$ cat config.mk
export PLATFORM = sky130hd
export DESIGN_NAME = shadow_snapshot_chain
export DESIGN_NICKNAME = d
export VERILOG_FILES = /design/src/rtl/shs_pkg.sv /design/src/rtl/shs_cell.sv /design/src/rtl/shs_period_timer.sv /design/src/rtl/shs_dump_ctrl.sv /design/src/rtl/shadow_snapshot_chain.sv
export SDC_FILE = /design/constraint.sdc
export NUM_CORES = 1
export LEC_CHECK = 0
export ABC_AREA = 1
export BUFFER_PORTS_ARGS = -buffer_cell sky130_fd_sc_hd__buf_4
export CORE_MARGIN = 3
export CORE_UTILIZATION = 27
export DETAILED_ROUTE_END_ITERATION = 12
export PLACE_DENSITY = 0.56
export SYNTH_ARGS = -nofsm -noshare
export SYNTH_HDL_FRONTEND = slang
export SYNTH_HIERARCHICAL = 1
export SYNTH_SLANG_ARGS = --single-unit
$ cat constraint.sdc
create_clock -name clk_i -period 7 [get_ports clk_i]
set_input_delay 0 -clock clk_i [delete_from_list [all_inputs] [get_ports clk_i]]
set_output_delay 0 -clock clk_i [all_outputs]
set_load 0.02 [all_outputs]
$ cat src/rtl/shs_pkg.sv
package shs_pkg;
  typedef enum logic [1:0] {
    DUMP_EMPTY = 2'd0,
    DUMP_RUN   = 2'd1,
    DUMP_DONE  = 2'd2
  } dump_st_e;

  function automatic int shs_cnt_w(int n);
    return (n < 2) ? 1 : $clog2(n + 1);
  endfunction
endpackage

$ cat src/rtl/shs_cell.sv
module shs_cell (
  input  logic clk_i,
  input  logic rst_ni,
  input  logic d_i,
  input  logic cap_i,
  input  logic shift_i,
  input  logic sin_i,
  output logic q_o,
  output logic sq_o
);
  // functional flop: never gated by debug controls
  always_ff @(posedge clk_i or negedge rst_ni) begin
    if (!rst_ni) q_o <= 1'b0;
    else         q_o <= d_i;
  end

  always_ff @(posedge clk_i or negedge rst_ni) begin
    if (!rst_ni)      sq_o <= 1'b0;
    else if (cap_i)   sq_o <= q_o;
    else if (shift_i) sq_o <= sin_i;
  end
endmodule

$ cat src/rtl/shs_period_timer.sv
module shs_period_timer #(
  parameter int PER_W = 12
) (
  input  logic             clk_i,
  input  logic             rst_ni,
  input  logic [PER_W-1:0] period_i,
  input  logic             restart_i,
  output logic             tick_o
);
  localparam logic [PER_W-1:0] TMR_MAX = {PER_W{1'b1}};

  logic [PER_W-1:0] tmr_q;
  logic             pv_q;

  assign tick_o = (period_i != '0) &&
                  (({1'b0, tmr_q} + (PER_W+1)'(1)) >= {1'b0, period_i});

  always_ff @(posedge clk_i or negedge rst_ni) begin
    if (!rst_ni)                tmr_q <= '0;
    else if (restart_i)         tmr_q <= '0;
    else if (period_i == '0)    tmr_q <= '0;
    else if (tmr_q != TMR_MAX)  tmr_q <= tmr_q + 1'b1;
  end

  always_ff @(posedge clk_i or negedge rst_ni) begin
    if (!rst_ni) pv_q <= 1'b0;
    else         pv_q <= 1'b1;
  end

  assert_restart_clears_R6: assert property (@(posedge clk_i) disable iff (!rst_ni || !pv_q)
    restart_i |=> (tmr_q == '0));

  assert_count_advances_R6: assert property (@(posedge clk_i) disable iff (!rst_ni || !pv_q)
    (!restart_i && period_i != '0 && tmr_q != TMR_MAX) |=> (tmr_q == $past(tmr_q) + 1'b1));
endmodule

$ cat src/rtl/shs_dump_ctrl.sv
module shs_dump_ctrl import shs_pkg::*; #(
  parameter int N_BITS = 32,
  parameter int OUT_W  = 4,
  localparam int CNT_W = shs_cnt_w(N_BITS)
) (
  input  logic             clk_i,
  input  logic             rst_ni,
  input  logic             cap_i,
  input  logic             shift_req_i,
  input  logic             trunc_clr_i,
  input  logic [OUT_W-1:0] word_i,
  output logic             shift_o,
  output logic [OUT_W-1:0] dout_o,
  output logic             vld_o,
  output logic             trunc_o,
  output logic [CNT_W-1:0] sent_o
);
  localparam logic [CNT_W-1:0] FULL = CNT_W'(N_BITS);
  localparam logic [CNT_W-1:0] STEP = CNT_W'(OUT_W);

  dump_st_e         st_q;
  logic [CNT_W-1:0] sent_q;
  logic             run;
  logic             pv_q;

  assign run     = (st_q == DUMP_RUN);
  assign shift_o = shift_req_i && run && !cap_i;  // capture wins
  assign sent_o  = sent_q;

  always_ff @(posedge clk_i or negedge rst_ni) begin
    if (!rst_ni) begin
      st_q   <= DUMP_EMPTY;
      sent_q <= '0;
    end else if (cap_i) begin
      st_q   <= DUMP_RUN;
      sent_q <= '0;
    end else if (shift_o) begin
      sent_q <= sent_q + STEP;
      if (sent_q + STEP == FULL) st_q <= DUMP_DONE;
    end
  end

  always_ff @(posedge clk_i or negedge rst_ni) begin
    if (!rst_ni) begin
      vld_o  <= 1'b0;
      dout_o <= '0;
    end else begin
      vld_o <= shift_o;
      if (shift_o) dout_o <= word_i;
    end
  end

  always_ff @(posedge clk_i or negedge rst_ni) begin
    if (!rst_ni)            trunc_o <= 1'b0;
    else if (cap_i && run)  trunc_o <= 1'b1;
    else if (trunc_clr_i)   trunc_o <= 1'b0;
  end

  always_ff @(posedge clk_i or negedge rst_ni) begin
    if (!rst_ni) pv_q <= 1'b0;
    else         pv_q <= 1'b1;
  end

  assert_sent_bound_R4: assert property (@(posedge clk_i) disable iff (!rst_ni)
    sent_q <= FULL);

  assert_vld_cause_R3: assert property (@(posedge clk_i) disable iff (!rst_ni || !pv_q)
    vld_o |-> ($past(shift_req_i) && !$past(cap_i)));

  assert_cap_restart_R2: assert property (@(posedge clk_i) disable iff (!rst_ni)
    cap_i |=> (sent_q == '0 && !vld_o));

  assert_trunc_sticky_R8: assert property (@(posedge clk_i) disable iff (!rst_ni)
    (trunc_o && !trunc_clr_i) |=> trunc_o);

  assert_cut_flags_R10: assert property (@(posedge clk_i) disable iff (!rst_ni)
    (cap_i && st_q == DUMP_RUN) |=> trunc_o);
endmodule

$ cat src/rtl/shadow_snapshot_chain.sv
module shadow_snapshot_chain import shs_pkg::*; #(
  parameter int N_BITS = 32,
  parameter int OUT_W  = 4,
  parameter int PER_W  = 12,
  localparam int CNT_W = shs_cnt_w(N_BITS)
) (
  input  logic              clk_i,
  input  logic              rst_ni,
  input  logic [N_BITS-1:0] func_d_i,
  output logic [N_BITS-1:0] func_q_o,
  input  logic              cap_trig_i,
  input  logic [PER_W-1:0]  period_i,
  input  logic              shift_en_i,
  input  logic              trunc_clr_i,
  output logic [OUT_W-1:0]  dout_o,
  output logic              dout_vld_o,
  output logic              trunc_o,
  output logic [CNT_W-1:0]  bits_sent_o
);
  logic              tick;
  logic              cap;
  logic              shift;
  logic [N_BITS-1:0] sq;
  logic              pv_q;

  assign cap = cap_trig_i | tick;

  shs_period_timer #(.PER_W(PER_W)) u_timer (
    .clk_i     (clk_i),
    .rst_ni    (rst_ni),
    .period_i  (period_i),
    .restart_i (cap),
    .tick_o    (tick)
  );

  for (genvar i = 0; i < N_BITS; i++) begin : g_cell
    logic sin;
    if (i + OUT_W < N_BITS) begin : g_link
      assign sin = sq[i+OUT_W];
    end else begin : g_tail
      assign sin = 1'b0;
    end
    shs_cell u_cell (
      .clk_i   (clk_i),
      .rst_ni  (rst_ni),
      .d_i     (func_d_i[i]),
      .cap_i   (cap),
      .shift_i (shift),
      .sin_i   (sin),
      .q_o     (func_q_o[i]),
      .sq_o    (sq[i])
    );
  end

  shs_dump_ctrl #(.N_BITS(N_BITS), .OUT_W(OUT_W)) u_ctrl (
    .clk_i       (clk_i),
    .rst_ni      (rst_ni),
    .cap_i       (cap),
    .shift_req_i (shift_en_i),
    .trunc_clr_i (trunc_clr_i),
    .word_i      (sq[OUT_W-1:0]),
    .shift_o     (shift),
    .dout_o      (dout_o),
    .vld_o       (dout_vld_o),
    .trunc_o     (trunc_o),
    .sent_o      (bits_sent_o)
  );

  always_ff @(posedge clk_i or negedge rst_ni) begin
    if (!rst_ni) pv_q <= 1'b0;
    else         pv_q <= 1'b1;
  end

  assert_func_passthru_R1: assert property (@(posedge clk_i) disable iff (!rst_ni || !pv_q)
    func_q_o == $past(func_d_i));

  assert_timer_off_R7: assert property (@(posedge clk_i) disable iff (!rst_ni || !pv_q)
    ($past(period_i) == '0 && !$past(cap_trig_i) && $past(bits_sent_o) == CNT_W'(N_BITS))
      |-> (bits_sent_o == CNT_W'(N_BITS)));
endmodule

After elaboration in Yosys (flattened, before gate mapping)
Index checks and enable logic that the tools add are counted.
W data, S select, Z words.
Word-level totals
  flip-flop bits (word level): 90
  bits in latches: 0
  RAM bits: 0
  bits in read-only memories: 0
  bits of input ports: 49
  output and inout port bits: 44
  memories kept: 0
Cells by class
  $add $sub $neg: 3
  $mul: 0
  divide/modulo/power cells: 0
  order comparisons: 1
  equal/unequal tests: 3
  shift-type cells: 0
  muxes and demuxes: 71
  bitwise operators: 1
  reduce and logical (&&, ||, !) cells: 12
Operators by type and width (number)
  $mux W1: 63
  $mux W12: 3
  $add A12 B1 Y13 const B: 1
  $ge A13 B12 Y1: 1
  $add A12 B1 Y12 const B: 1
  $logic_not A12 Y1: 1
  $mux W6: 2
  $ne A12 B12 Y1 const B: 1
  $reduce_bool A12 Y1: 1
  $add A6 B3 Y6 const B: 1
  $eq A6 B6 Y1 const B: 1
  $mux W2: 3
  $reduce_bool A2 Y1: 3
  $logic_and A1 B1 Y1: 4
  $reduce_bool A3 Y1: 1
  $eq A2 B1 Y1 const B: 1
  $reduce_and A2 Y1: 1
  $logic_not A1 Y1: 1
  $or A1 B1 Y1: 1

Depth between registers and ports, before layout
  depth after elaboration: 8
  depth in mapped cells: 22
  depth with buffers taken out: 22

By module
The synthesis kept the hierarchy.
Modules (own cells, without submodules)
  shs_cell: times used 32, cells an instance 11, area each 85.1 um2, seq. area each 50.0 um2
  shs_period_timer: times used 1, cells an instance 171, area each 1129.8 um2, seq. area each 300.3 um2
  shs_dump_ctrl: times used 1, cells an instance 59, area each 544.3 um2, seq. area each 300.3 um2
  shadow_snapshot_chain: times used 1, cells an instance 4, area each 15.0 um2, seq. area each 0.0 um2

Worst setup path after synthesis
OpenSTA, ideal clock, no wires.
  path kind: register to register
  start point: reg u_timer.tmr_q[0]
  end point: reg u_ctrl.dout_o[0]
  arrival time: 3.857 ns
  required time: 6.881 ns
  slack: 3.025 ns
  cell stages (with the launch flop): 21
  path buffers: 0
  period minus slack after synthesis: 3.975 ns
  path through: dfrtp_1 ha_1 nand3_2 nor2_1 xnor2_1 inv_1 ha_1 nand2_1 inv_1 nand2_1 nand2_1 nor2_1 nand2_1 nand2_1 a21oi_1 inv_1 nand2_1 nor2_8 inv_2 nand2_1 nand2_1
Between the ends
  word-level cells in the longest chain between the ends: 6
RTL lines
  from (decl): line shs_period_timer.sv:12  | logic [PER_W-1:0] tmr_q;
  from (signal assigned): line shs_period_timer.sv:22  | else if (tmr_q != TMR_MAX) tmr_q <= tmr_q + 1'b1;
  $add A12 B1 Y13: line shs_period_timer.sv:16  | (({1'b0, tmr_q} + (PER_W+1)'(1)) >= {1'b0, period_i});
  $ge A13 B12 Y1: line shs_period_timer.sv:16
  $logic_and A1 B1 Y1: line shs_period_timer.sv:15  | assign tick_o = (period_i != '0) &&
  net tick: line shadow_snapshot_chain.sv:20  | logic tick;
  $or A1 B1 Y1: line shadow_snapshot_chain.sv:26  | assign cap = cap_trig_i | tick;
  net cap: line shadow_snapshot_chain.sv:21  | logic cap;
  $logic_not A1 Y1: line shs_dump_ctrl.sv:27  | assign shift_o = shift_req_i && run && !cap_i;
  $logic_and A1 B1 Y1: line shs_dump_ctrl.sv:27
  net shift: line shadow_snapshot_chain.sv:22  | logic shift;
  to (signal assigned): line shs_dump_ctrl.sv:49  | if (shift_o) dout_o <= word_i;
  to (decl): line shs_dump_ctrl.sv:13  | output logic [OUT_W-1:0] dout_o,
The timed path passes the listed nets, and every way through them passes these cells.
A chain may end at the register's enable or synchronous reset.

Worst setup path after layout
  start point: reg u_timer.tmr_q[0]
  end point: reg u_ctrl.dout_o[2]
The elaborated chain is that of the path after synthesis.

==> results.sh <==
export IMPL_intPower_uw=887
export IMPL_max_stage_delay_ns=0.86
export IMPL_final_hold_viol_count=0
export IMPL_drt_pass1_iter_count=4
export IMPL_synth_cells=586
export IMPL_synthToLayoutAreaGrowth_pct=36.0
export IMPL_pwr_share_seq_pct=47.1
export IMPL_synth_warning_count=6
export IMPL_grt_pass1_vias=3571
export IMPL_cts_resized=0
export IMPL_path_cells="nand3_1 > nor2_1 > nand2_1 > o21ai_0 > inv_1 > ha_1 > nand2_1 > inv_1 > nand2_1 > nand2_1 > nor2_1 > nand2_1 > nand2_1 > a21oi_1 > inv_1 > nand2_2 > nor2_8 > inv_2 > nand2_1 > nand2_1"
export IMPL_critPathSlowestCell="nor2_8"
export IMPL_yosysSeqAreaShare_pct=49.9
export IMPL_yosysUniqueCellTypes=25
export IMPL_wirelength_um=9350
export IMPL_clock_latency_ns=0.34
export IMPL_instances_no_fill=946
export IMPL_stdcell_area_sq_mm=0.00600
export IMPL_synth_area_leaders="dfrtp_1 (50%), nand2_1 (17%), inv_1 (15%)"
export IMPL_reg2reg_depth=20
export IMPL_fillers=1636
export IMPL_wl_per_cell_um=9.88
export IMPL_period_share_pct=54.9
export IMPL_yosysTopAreaCell="dfrtp_1"
export IMPL_layout_common_cells="nand2_1 (196), inv_1 (179), buf_4 (92)"
export IMPL_antenna_cells=0
export IMPL_worst_pin_slew_ns=0.867
export IMPL_postRouteAntennaNets=0
export IMPL_clock_path_buffers=2
export IMPL_fin_skew_ns=0.00567
export IMPL_coreArea_sq_mm=0.0159
export IMPL_vias=3612
export IMPL_power_per_cell_area_mw_per_mm2=200
export IMPL_fin_util_pct=37.6
export IMPL_syn_cell_area_sq_mm=0.00441
export IMPL_cts_buffers_inserted=9
export IMPL_cts_sinks=88
export IMPL_die_area_sq_mm=0.0179
export IMPL_ios=93
export IMPL_cts_root_buf="clkbuf_16"
export IMPL_grt_overflow_total=0
export IMPL_power_frac_clock_pct=37.4
export IMPL_rrSetupSlack_ns=3.16
export IMPL_placedInstanceArea_sq_mm=0.00538
export IMPL_cts_tree="yes"
export IMPL_path_max_fanout=72
export IMPL_p_sw_uw=314
export IMPL_cp_end_kind="flip-flop"
export IMPL_drc=0
export IMPL_place_inst=896
export IMPL_crit_top_cell="nand2_1"
export IMPL_slew_violations=0
export IMPL_path_clk_slew_ns=0.06
export IMPL_die_h_um=134
export IMPL_slew_headroom_pct=42.2
export IMPL_fmax_mhz=260
export IMPL_drive_gt1_share_pct=16.4
export IMPL_post_route_min_period_ns=3.84
export IMPL_p_leak_uw=0.00350
export IMPL_final_nets=790
export IMPL_grt_setup_unrepaired="false"
export IMPL_grt_util_all_layers_pct=11.3
export IMPL_grt_max_degree=73
export IMPL_initial_utilization_pct=27.7
export IMPL_power_uw=1200
export IMPL_yosysTopAreaCellShare_pct=49.9
export IMPL_critical_path_top_delay_family="simple AND/OR/NAND/NOR gates"
export IMPL_htreeDepth=3
export IMPL_worstReg2RegStart="u_timer/tmr_q[0]"
export IMPL_cap_violations=0
export IMPL_swShare_pct=26.2
export IMPL_comb_power_share_pct=15.5
export IMPL_cp_arrival_ns=4.07
export IMPL_fp_row_count=46
export IMPL_syn_avg_cell_area_sq_um=7.53
export IMPL_drtIter0Drc=155
export IMPL_vias_per_cell=3.82
export IMPL_vdd_ir_drop_max_mv=0.113
export IMPL_final_common_cell="nand2_1"
export IMPL_ys_ff_latch=88
export IMPL_r2r_end="u_ctrl/dout_o[2]"
export IMPL_port_buffers=90
export IMPL_status="completed"
export IMPL_start_kind="flip-flop"
export IMPL_finalWeightedCongestion=0.821
export IMPL_hold_class="in -> async"
export IMPL_cp_num_buf_inv=4
export IMPL_startpoint="u_timer/tmr_q[0]"
export IMPL_critPathKind="reg -> reg"
export IMPL_dp_hpwl_um=6490
export IMPL_grt_pass1_wl_um=16200
export IMPL_setup_viol=0
export IMPL_setup_tns_ns=0
export IMPL_antenna_found_initial=0
export IMPL_fp_dieW_um=134
export IMPL_crit_required_ns=7.23
==> Yosys cell counts <==
| cell | instances |
|---|---|
| inv_2 | 4 |
| nor3_1 | 3 |
| a21oi_1 | 11 |
| dfrtp_1 | 88 |
| nor2_8 | 1 |
| nor2_4 | 2 |
| xnor2_1 | 2 |
| nand2_1 | 197 |
| nor3_4 | 1 |
| xor2_1 | 4 |
| o21ai_0 | 6 |
| nand3_2 | 1 |
| conb_1 | 2 |
| nor2_1 | 15 |
| inv_1 | 179 |
| nor2_2 | 1 |
| o21ai_2 | 1 |
| nand4_1 | 4 |
| nand3_4 | 1 |
| buf_4 | 2 |
| ha_1 | 15 |
| nand2_2 | 2 |
| a211oi_1 | 1 |
| o21bai_1 | 1 |
| nand3_1 | 42 |
==> timing repair <==
action	in CTS	in global routing
buffers inserted	0	0
endpoints found under the hold margin	54	0
hold buffers	35	0
==> how the worst max path moves through the flow <==
stage	depth (start not counted)	to
after floorplan	20	u_ctrl/dout_o[0]
after global placement	20	u_ctrl/dout_o[1]
after detailed placement	20	u_ctrl/dout_o[1]
after CTS	20	u_ctrl/dout_o[1]
after global routing	20	u_ctrl/dout_o[2]
final	20	u_ctrl/dout_o[2]
==> metrics by stage <==
stage,hold slack (ns),setup slack [ns]
finish,0.0790,3.16
global route,0.0846,2.61
floorplan,-0.296,3.02
global placement,-0.0965,3.16
CTS,0.0713,3.10
detailed placement,-0.0932,3.12
==> power by group through the flow <==
stage	sequential (uW)	clock, uW	combinational [uW]
3_5_place_dp	577	0	174
5_1_grt	572	493	216
2_1_floorplan	590	0	84.4
3_3_place_gp	577	0	172
4_1_cts	567	473	191
6_report	566	449	186
==> cell type report <==
| class | count | area, sq um | area share, % |
|---|---|---|---|
| Multi-Input combinational cell | 317 | 1530 | 25.4 |
| Clock buffer | 13 | 260 | 4.34 |
| Clock inverter | 2 | 15.0 | 0.250 |
| Timing Repair Buffer | 127 | 1040 | 17.3 |
| Inverter | 183 | 687 | 11.4 |
| Tap cell | 216 | 270 | 4.50 |
| Sequential cell | 88 | 2200 | 36.7 |
==> state kept, by name, indices dropped and copies added (netlist names) <==
signal and cells:
u_ctrl/sent_o 4, u_ctrl/dout_o 4, u_ctrl/vld_o 1, u_timer/tmr_q 12, g_cell.u_cell/q_o 32, u_ctrl/trunc_o 1, u_ctrl/st_q 2, g_cell.u_cell/sq_o 32
==> metal layers <==
layer | up-vias | GRT usage, % | share of wire (%)
li1 | 1953 | - | -
met1 | 1549 | 13.7 | 47
met2 | 95 | 18.6 | 46
met3 | 15 | 3.83 | 5.7
met4 | 0 | 4.34 | 1.8
met5 | - | 0 | 0
==> cell families (layout without fill, tap and decap cells) <==
| logic type | count (synthesis) | in the layout | share of synthesized area [%] |
|---|---|---|---|
| adders and majority gates | 15 | 15 | 4.25 |
| and+or+nand+nor | 270 | 270 | 26.1 |
| AOI/OAI and AO/OA | 20 | 20 | 2.47 |
| buffers and inverters | 185 | 325 | 15.9 |
| xor gates and xnor gates | 6 | 6 | 1.19 |
| other | 2 | 6 | 0.170 |
| DFF | 88 | 88 | 49.9 |
No activity file was read; power rests on OpenSTA's default activity.
